$ cat src/rtl/rotshift_pkg.sv
package rotshift_pkg;

  typedef enum logic [3:0] {
    OP_QROL  = 4'd0,
    OP_QROR  = 4'd1,
    OP_QRCL  = 4'd2,
    OP_QRCR  = 4'd3,
    OP_ROL   = 4'd4,
    OP_ROR   = 4'd5,
    OP_RCL   = 4'd6,
    OP_RCR   = 4'd7,
    OP_SHL0  = 4'd8,
    OP_SAR   = 4'd9,
    OP_SHL1  = 4'd10,
    OP_SHR   = 4'd11
  } rs_op_e;

  typedef enum logic [1:0] {
    FK_PASS = 2'd0,
    FK_FAST = 2'd1,
    FK_FULL = 2'd2
  } flag_kind_e;

  // flag byte bit positions
  localparam int FB_C  = 0;
  localparam int FB_N  = 1;
  localparam int FB_PV = 2;
  localparam int FB_X3 = 3;
  localparam int FB_H  = 4;
  localparam int FB_X5 = 5;
  localparam int FB_Z  = 6;
  localparam int FB_S  = 7;

  localparam logic [7:0] FAST_KEEP = (8'd1 << FB_S) | (8'd1 << FB_Z) | (8'd1 << FB_PV);

endpackage

$ cat src/rtl/rotshift_core.sv
module rotshift_core
  import rotshift_pkg::*;
#(
  parameter int DATA_W = 8
) (
  input  logic [3:0]        op_i,
  input  logic [DATA_W-1:0] val_i,
  input  logic              cin_i,
  output logic [DATA_W-1:0] res_o,
  output logic              cout_o,
  output flag_kind_e        kind_o
);

  localparam int MSB = DATA_W - 1;

  logic go_left;
  logic fill;
  logic active;

  always_comb begin
    go_left = 1'b0;
    fill    = 1'b0;
    active  = 1'b1;
    kind_o  = FK_FULL;
    case (op_i)
      OP_QROL: begin go_left = 1'b1; fill = val_i[MSB]; kind_o = FK_FAST; end
      OP_QROR: begin go_left = 1'b0; fill = val_i[0];   kind_o = FK_FAST; end
      OP_QRCL: begin go_left = 1'b1; fill = cin_i;      kind_o = FK_FAST; end
      OP_QRCR: begin go_left = 1'b0; fill = cin_i;      kind_o = FK_FAST; end
      OP_ROL:  begin go_left = 1'b1; fill = val_i[MSB]; end
      OP_ROR:  begin go_left = 1'b0; fill = val_i[0];   end
      OP_RCL:  begin go_left = 1'b1; fill = cin_i;      end
      OP_RCR:  begin go_left = 1'b0; fill = cin_i;      end
      OP_SHL0: begin go_left = 1'b1; fill = 1'b0;       end
      OP_SAR:  begin go_left = 1'b0; fill = val_i[MSB]; end
      OP_SHL1: begin go_left = 1'b1; fill = 1'b1;       end
      OP_SHR:  begin go_left = 1'b0; fill = 1'b0;       end
      default: begin active = 1'b0; kind_o = FK_PASS;   end
    endcase
  end

  always_comb begin
    if (!active) begin
      res_o  = val_i;
      cout_o = cin_i;
    end else if (go_left) begin
      res_o  = {val_i[MSB-1:0], fill};
      cout_o = val_i[MSB];
    end else begin
      res_o  = {fill, val_i[MSB:1]};
      cout_o = val_i[0];
    end
  end

endmodule

$ cat src/rtl/rotshift_flags.sv
module rotshift_flags
  import rotshift_pkg::*;
#(
  parameter int DATA_W = 8
) (
  input  flag_kind_e        kind_i,
  input  logic [DATA_W-1:0] res_i,
  input  logic              cout_i,
  input  logic [7:0]        flags_i,
  output logic [7:0]        flags_o
);

  localparam int MSB = DATA_W - 1;

  logic [7:0] copied;
  logic [7:0] rebuilt;

  always_comb begin
    copied         = '0;
    copied[FB_X5]  = res_i[5];
    copied[FB_X3]  = res_i[3];
    copied[FB_C]   = cout_i;

    rebuilt        = copied;
    rebuilt[FB_S]  = res_i[MSB];
    rebuilt[FB_Z]  = ~|res_i;
    rebuilt[FB_PV] = ~^res_i;

    case (kind_i)
      FK_FAST: flags_o = (flags_i & FAST_KEEP) | copied;
      FK_FULL: flags_o = rebuilt;
      default: flags_o = flags_i;
    endcase
  end

endmodule

$ cat src/rtl/rotshift_unit.sv
module rotshift_unit
  import rotshift_pkg::*;
#(
  parameter int DATA_W = 8
) (
  input  logic              clk,
  input  logic              rst,
  input  logic [3:0]        op_i,
  input  logic [DATA_W-1:0] val_i,
  input  logic [7:0]        flags_i,
  output logic [DATA_W-1:0] res_o,
  output logic [7:0]        flags_o
);

  logic [DATA_W-1:0] res_d;
  logic              cout_d;
  flag_kind_e        kind_d;
  logic [7:0]        flags_d;

  rotshift_core #(.DATA_W(DATA_W)) u_core (
    .op_i   (op_i),
    .val_i  (val_i),
    .cin_i  (flags_i[FB_C]),
    .res_o  (res_d),
    .cout_o (cout_d),
    .kind_o (kind_d)
  );

  rotshift_flags #(.DATA_W(DATA_W)) u_flags (
    .kind_i  (kind_d),
    .res_i   (res_d),
    .cout_i  (cout_d),
    .flags_i (flags_i),
    .flags_o (flags_d)
  );

  always_ff @(posedge clk) begin
    if (rst) begin
      res_o   <= '0;
      flags_o <= '0;
    end else begin
      res_o   <= res_d;
      flags_o <= flags_d;
    end
  end

endmodule

$ cat config.mk
export PLATFORM = sky130hd
export DESIGN_NAME = rotshift_unit
export DESIGN_NICKNAME = d
export VERILOG_FILES = /design/src/rtl/rotshift_pkg.sv /design/src/rtl/rotshift_core.sv /design/src/rtl/rotshift_flags.sv /design/src/rtl/rotshift_unit.sv
export SDC_FILE = /design/constraint.sdc
export NUM_CORES = 1
export LEC_CHECK = 0
export ABC_CLOCK_PERIOD_IN_PS = 4000
export BUFFER_PORTS_ARGS = -buffer_cell sky130_fd_sc_hd__buf_2
export CAP_MARGIN = 15
export CORE_MARGIN = 5
export CORE_UTILIZATION = 51
export DETAILED_ROUTE_END_ITERATION = 16
export GPL_TIMING_DRIVEN = 0
export PLACE_DENSITY = 0.85
export SLEW_MARGIN = 20
export SYNTH_ARGS = -nofsm -noshare
export SYNTH_HDL_FRONTEND = slang
export SYNTH_HIERARCHICAL = 1
export SYNTH_SLANG_ARGS = --single-unit
$ cat constraint.sdc
create_clock -name clk -period 4 [get_ports clk]
set_input_delay 0.6 -clock clk [delete_from_list [all_inputs] [get_ports clk]]
set_output_delay 0.6 -clock clk [all_outputs]
set_load 0.03 [all_outputs]
**Word-level counts from Yosys, hierarchy flattened**

Index checks and enable logic that the tools add are counted.

- Logic and storage cells: 36
- Output and inout port bits: 16
- Flip-flop bits (word level): 16
- Input port bits: 22

- Reductions and logical operators: 11
- Equality and inequality tests: 13
- Muxes and demuxes: 9
- Bitwise gates (word level): 1

Operators by type and width:

| cell | number |
|---|---|
| 4-bit by 3-bit == test with 1-bit output, second input constant | 4 |
| 4-bit == test, second input constant | 4 |
| 8-bit two-way mux | 2 |
| 8-bit one-hot mux with 2 select lines | 1 |
| 8-bit OR reduction | 2 |
| 12-bit OR reduction | 1 |
| 4-bit by 2-bit == test with 1-bit output, second input constant | 2 |
| 8-bit by 6-bit bitwise OR with 8-bit output | 1 |
| 4-bit OR reduction | 2 |
| 8-bit XNOR reduction | 1 |
| 6-bit OR reduction | 1 |
| 4-bit by 1-bit == test with 1-bit output, second input constant | 1 |
| 4-bit logical NOT | 1 |
| 1-bit two-way mux | 4 |
| 1-bit one-hot mux with 4 select lines | 1 |
| 2-bit one-hot mux with 2 select lines | 1 |
| 3-bit OR reduction | 1 |
| 2-bit by 1-bit == test with 1-bit output, second input constant | 1 |
| 2-bit == test, second input constant | 1 |
| 2-bit OR reduction | 1 |
| 1-bit logical NOT | 1 |

**Depth between registers and ports, before layout**

- Word-level depth: 8
- Gate-level depth with buffers: 11
- Mapped depth without buffers: 9

**Hierarchy**

Netlist, hierarchy kept.

By module, submodules not included:

| module | seq. area each (um^2) | cells each | area an instance (um^2) | times used |
|---|---|---|---|---|
| rotshift_unit | 320.3 | 33 | 464.2 | 1 |
| rotshift_core | 0.0 | 40 | 267.8 | 1 |
| rotshift_flags | 0.0 | 39 | 240.2 | 1 |

**Worst setup path before layout**

OpenSTA, ideal clock, no wires.

- Path kind: input port to flip-flop
- From: in op_i[3]
- To: reg flags_o[2]
- Setup slack: 1.765 ns
- Arrival: 2.119 ns
- Path buffers: 1
- Setup time: 0.116 ns
- Required time: 3.884 ns
- Stages: 10
- Cell sequence: buf_6 nand2b_1 and3b_1 o31ai_2 inv_1 ha_1 xor2_1 xnor2_1 o21ai_1 and2b_2

- Word-level cells in the longest chain between the ends: 7
- Elaborated cells between the ends (all ways): 29
- Those cells by class: eq/ne (13); mux (7); reduce/logical (9)

RTL lines:

| what | line | source |
|---|---|---|
| start: declaration | rotshift_unit.sv:8 | `input logic [3:0] op_i,` |
| 4-bit by 2-bit == test with 1-bit output (tied with other cells) | rotshift_core.sv:25 | `case (op_i)` |
| 4-bit OR reduction (no line) (tied with other cells) | -- |  |
| 1-bit one-hot mux with 4 select lines / 1-bit two-way mux (equally long branches) | rotshift_core.sv:25 |  |
| 8-bit two-way mux | rotshift_core.sv:46 | `end else if (go_left) begin` |
| 8-bit two-way mux (*) | rotshift_core.sv:43 | `if (!active) begin` |
| net res_d[0] | rotshift_unit.sv:15 | `logic [DATA_W-1:0] res_d;` |
| 8-bit XNOR reduction (*) | rotshift_flags.sv:27 | `rebuilt[FB_PV] = ~^res_i;` |
| 8-bit one-hot mux with 2 select lines (*) | rotshift_flags.sv:29 | `case (kind_i)` |
| net flags_d[2] | rotshift_unit.sv:18 | `logic [7:0] flags_d;` |
| end signal: assignment | rotshift_unit.sv:43 | `flags_o <= flags_d;` |
| end: declaration | rotshift_unit.sv:12 | `output logic [7:0] flags_o` |

Mark *: on every way through the listed nets, which the timed path passes. The rest lies on a longest branch.
A chain may end at the register's enable or synchronous reset.

**Final worst setup path**

- From: in op_i[2]
- To: reg flags_o[2]

The elaborated chain is that of the path after synthesis.

==> flow_summary.ini <==
[run_status]
status = finished clean

[layout]
post-route-util_pct = 68.37
final_common_cell = buf_2
nNetsFinal = 181
final_cell_mix = buf_2 (39), dfxtp_1 (16), inv_1 (11)
area_growth_pct = 24.07
diodes = 0
drive_gt1_share_pct = 39.74

[placement]
place_hpwl_um = 1795
port_buffers = 36
place_congestion = 0.8293

[pwr]
p_sw_share_pct = 33.16
power_uw = 406.0
internal_power_uw = 271.3
peakVddDrop_v = 0.0001688
powerDensity_nw_per_um2 = 336.6
p_leak_nw = 0.6448
p_sw_uw = 134.6
clockPowerShare_pct = 19.2
power_frac_seq_pct = 43.3
power_frac_comb_pct = 37.5

[critical_path]
cp-start-kind = input port
critPathCaptureType = flip-flop
cp_max_fo = 5
crit_required_ns = 4.17
crit_path_top_delay_cell = o31ai_2
cp.arrival_ns = 2.45
worst_path_largest_cell_delay_ns = 0.31
crit_type = input port to flip-flop
path_cells = buf_2 -> and2b_1 -> and3b_1 -> o31ai_2 -> inv_1 -> ha_1 -> xor2_1 -> xnor2_1 -> o21ai_1 -> and2b_2

[clock_network]
cts-resized-gates = 0
cts_buffers = 3
cts.sinks = 16
cts_setup_buffers = 0
cts_root_buf = clkbuf_4
cts_hold_buf = 0
cts-htree-levels = 1
clock_path_buffers = 2
clk_pin_slew_ns = 0.08
cts_tree = built

[global_route]
grt_max_degree = 11
grt.overflow.total = 0
grt_pass1_wl_um = 3339
antenna_found_initial = 0
grt_util_all_layers_pct = 15.48
grt_pass1_vias = 845

[routing]
wl_um = 2167
via_count = 883
drtIter0Drc = 14
drc = 0
routed_via_density = 5.017
antenna_left = 0
wire_per_inst_um = 12.31
drt_first_pass_iters = 4

[floorplan]
num_rows = 15
start_util_pct = 55.11
die_area_um2 = 2879
die_x_um = 53.66
die_h_um = 53.66
io_pins = 38
core_area_um2 = 1764

[synthesis]
synth_cells = 112
ys_ff_latch = 16
yosys.cell_types.count = 27
synth_top_cells_by_area = dfxtp_1 (33%), mux2i_1 (8.2%), ha_1 (7.7%)
avgSynthCellArea_um2 = 8.680
syn-cell-area_um2 = 972.2
synth_fp_nets = 140
yosysTopAreaCellShare_pct = 32.95
synth_top_cell_by_area = dfxtp_1
yosysWarnings = 6
ys_seq_area_share_pct = 32.95

[sta]
hold_viol_final = 0
setup_tns_ns = 0
worst_pin_slew_ns = 0.2938
grt_setup_unrepaired = no
post-route-period-util_pct = 57.04
fin_crit_ns = 2.282
maxSlewHeadroom_pct = 80.30
max_freq_mhz = 438.3
setup_viol = 0
drv_slew = 0

[hold_path]
holdCritPathClass = input port to flip-flop
min_delay_path_depth = 3

[flow_run]
cap_violations = 0
cells by family (layout without fill, tap and decap cells):
| kind of cell | count (synthesis) | in the layout | share of synthesized area (%) |
|---|---|---|---|
| AND/OR/NAND/NOR | 37 | 37 | 24.71 |
| AO/OA/AOI/OAI | 25 | 25 | 14.67 |
| adder cells (fa/ha/maj) | 6 | 6 | 7.722 |
| buffers and inverters | 16 | 55 | 8.108 |
| XOR/XNOR | 4 | 4 | 3.604 |
| multiplexers | 8 | 8 | 8.237 |
| flip-flops | 16 | 16 | 32.95 |
final cells by class:
class	count	area, um2
multi-input cells	80	573.1
clock buffers	3	22.52
flip-flops and latches	16	320.3
plain buffers	5	37.54
inverters	11	41.29
well taps	25	31.28
fillers	163	558.0
repair buffers	36	180.2
state kept, by name, indices dropped and copies added, names as in the netlist:
name,flops
flags_o,8
res_o,8
worst max-delay path: cells and delay by family:
family	cells	cell delay, ns
AND/OR/NAND/NOR	3	0.61
AO/OA/AOI/OAI	2	0.39
XOR/XNOR	2	0.33
adder cells (fa/ha/maj)	1	0.31
buffers and inverters	2	0.22
cell usage after synthesis (all sizes together):
cell / instances
dfxtp: 16
nor2b: 11
a21oi: 8
and3b: 1
o21ai: 13
xor2: 2
a221oi: 1
nor2: 8
and3: 1
xnor2: 2
mux2i: 8
inv: 11
ha: 6
nand2b: 2
a31oi: 1
buf: 5
nand2: 4
and2: 2
o31ai: 1
and2b: 7
nand4: 1
a21bo: 1
power by group through the flow:
stage / Sequential [mW] / Combinational (mW) / Clock, mW
after floorplan: 0.209 / 0.0790 / 0
after global routing: 0.177 / 0.167 / 0.0853
after CTS: 0.176 / 0.152 / 0.0785
final: 0.176 / 0.152 / 0.0780
after global placement: 0.179 / 0.145 / 0
after detailed placement: 0.180 / 0.151 / 0
worst paths after layout:
path	from	to	slack, ns
min	flags_i[4]	flags_o[4]$_SDFF_PP0_	0.64
max	op_i[2]	flags_o[2]$_SDFF_PP0_	1.72
routing by layer:
layer | up-vias | global-route usage [%] | share of wire, %
met1 | 389 | 18.39 | 45
met5 | - | 0 | 0
met2 | 37 | 26.81 | 47
met4 | 0 | 8.936 | 2.4
met3 | 6 | 1.385 | 6.0
li1 | 451 | - | -
per-stage QoR:
step | setup WS, ns | cells | cell area [um2] | hold slack [ns]
global placement | 1.547 | 173 | 1184 | 0.9144
finish | 1.718 | 176 | 1206 | 0.6378
floorplan | 1.765 | 112 | 972.2 | 0.8082
CTS | 1.736 | 176 | 1206 | 0.6367
detailed placement | 1.450 | 173 | 1184 | 0.9183
global route | 1.627 | 176 | 1206 | 0.6479
Power figures use the tool's default switching activity.
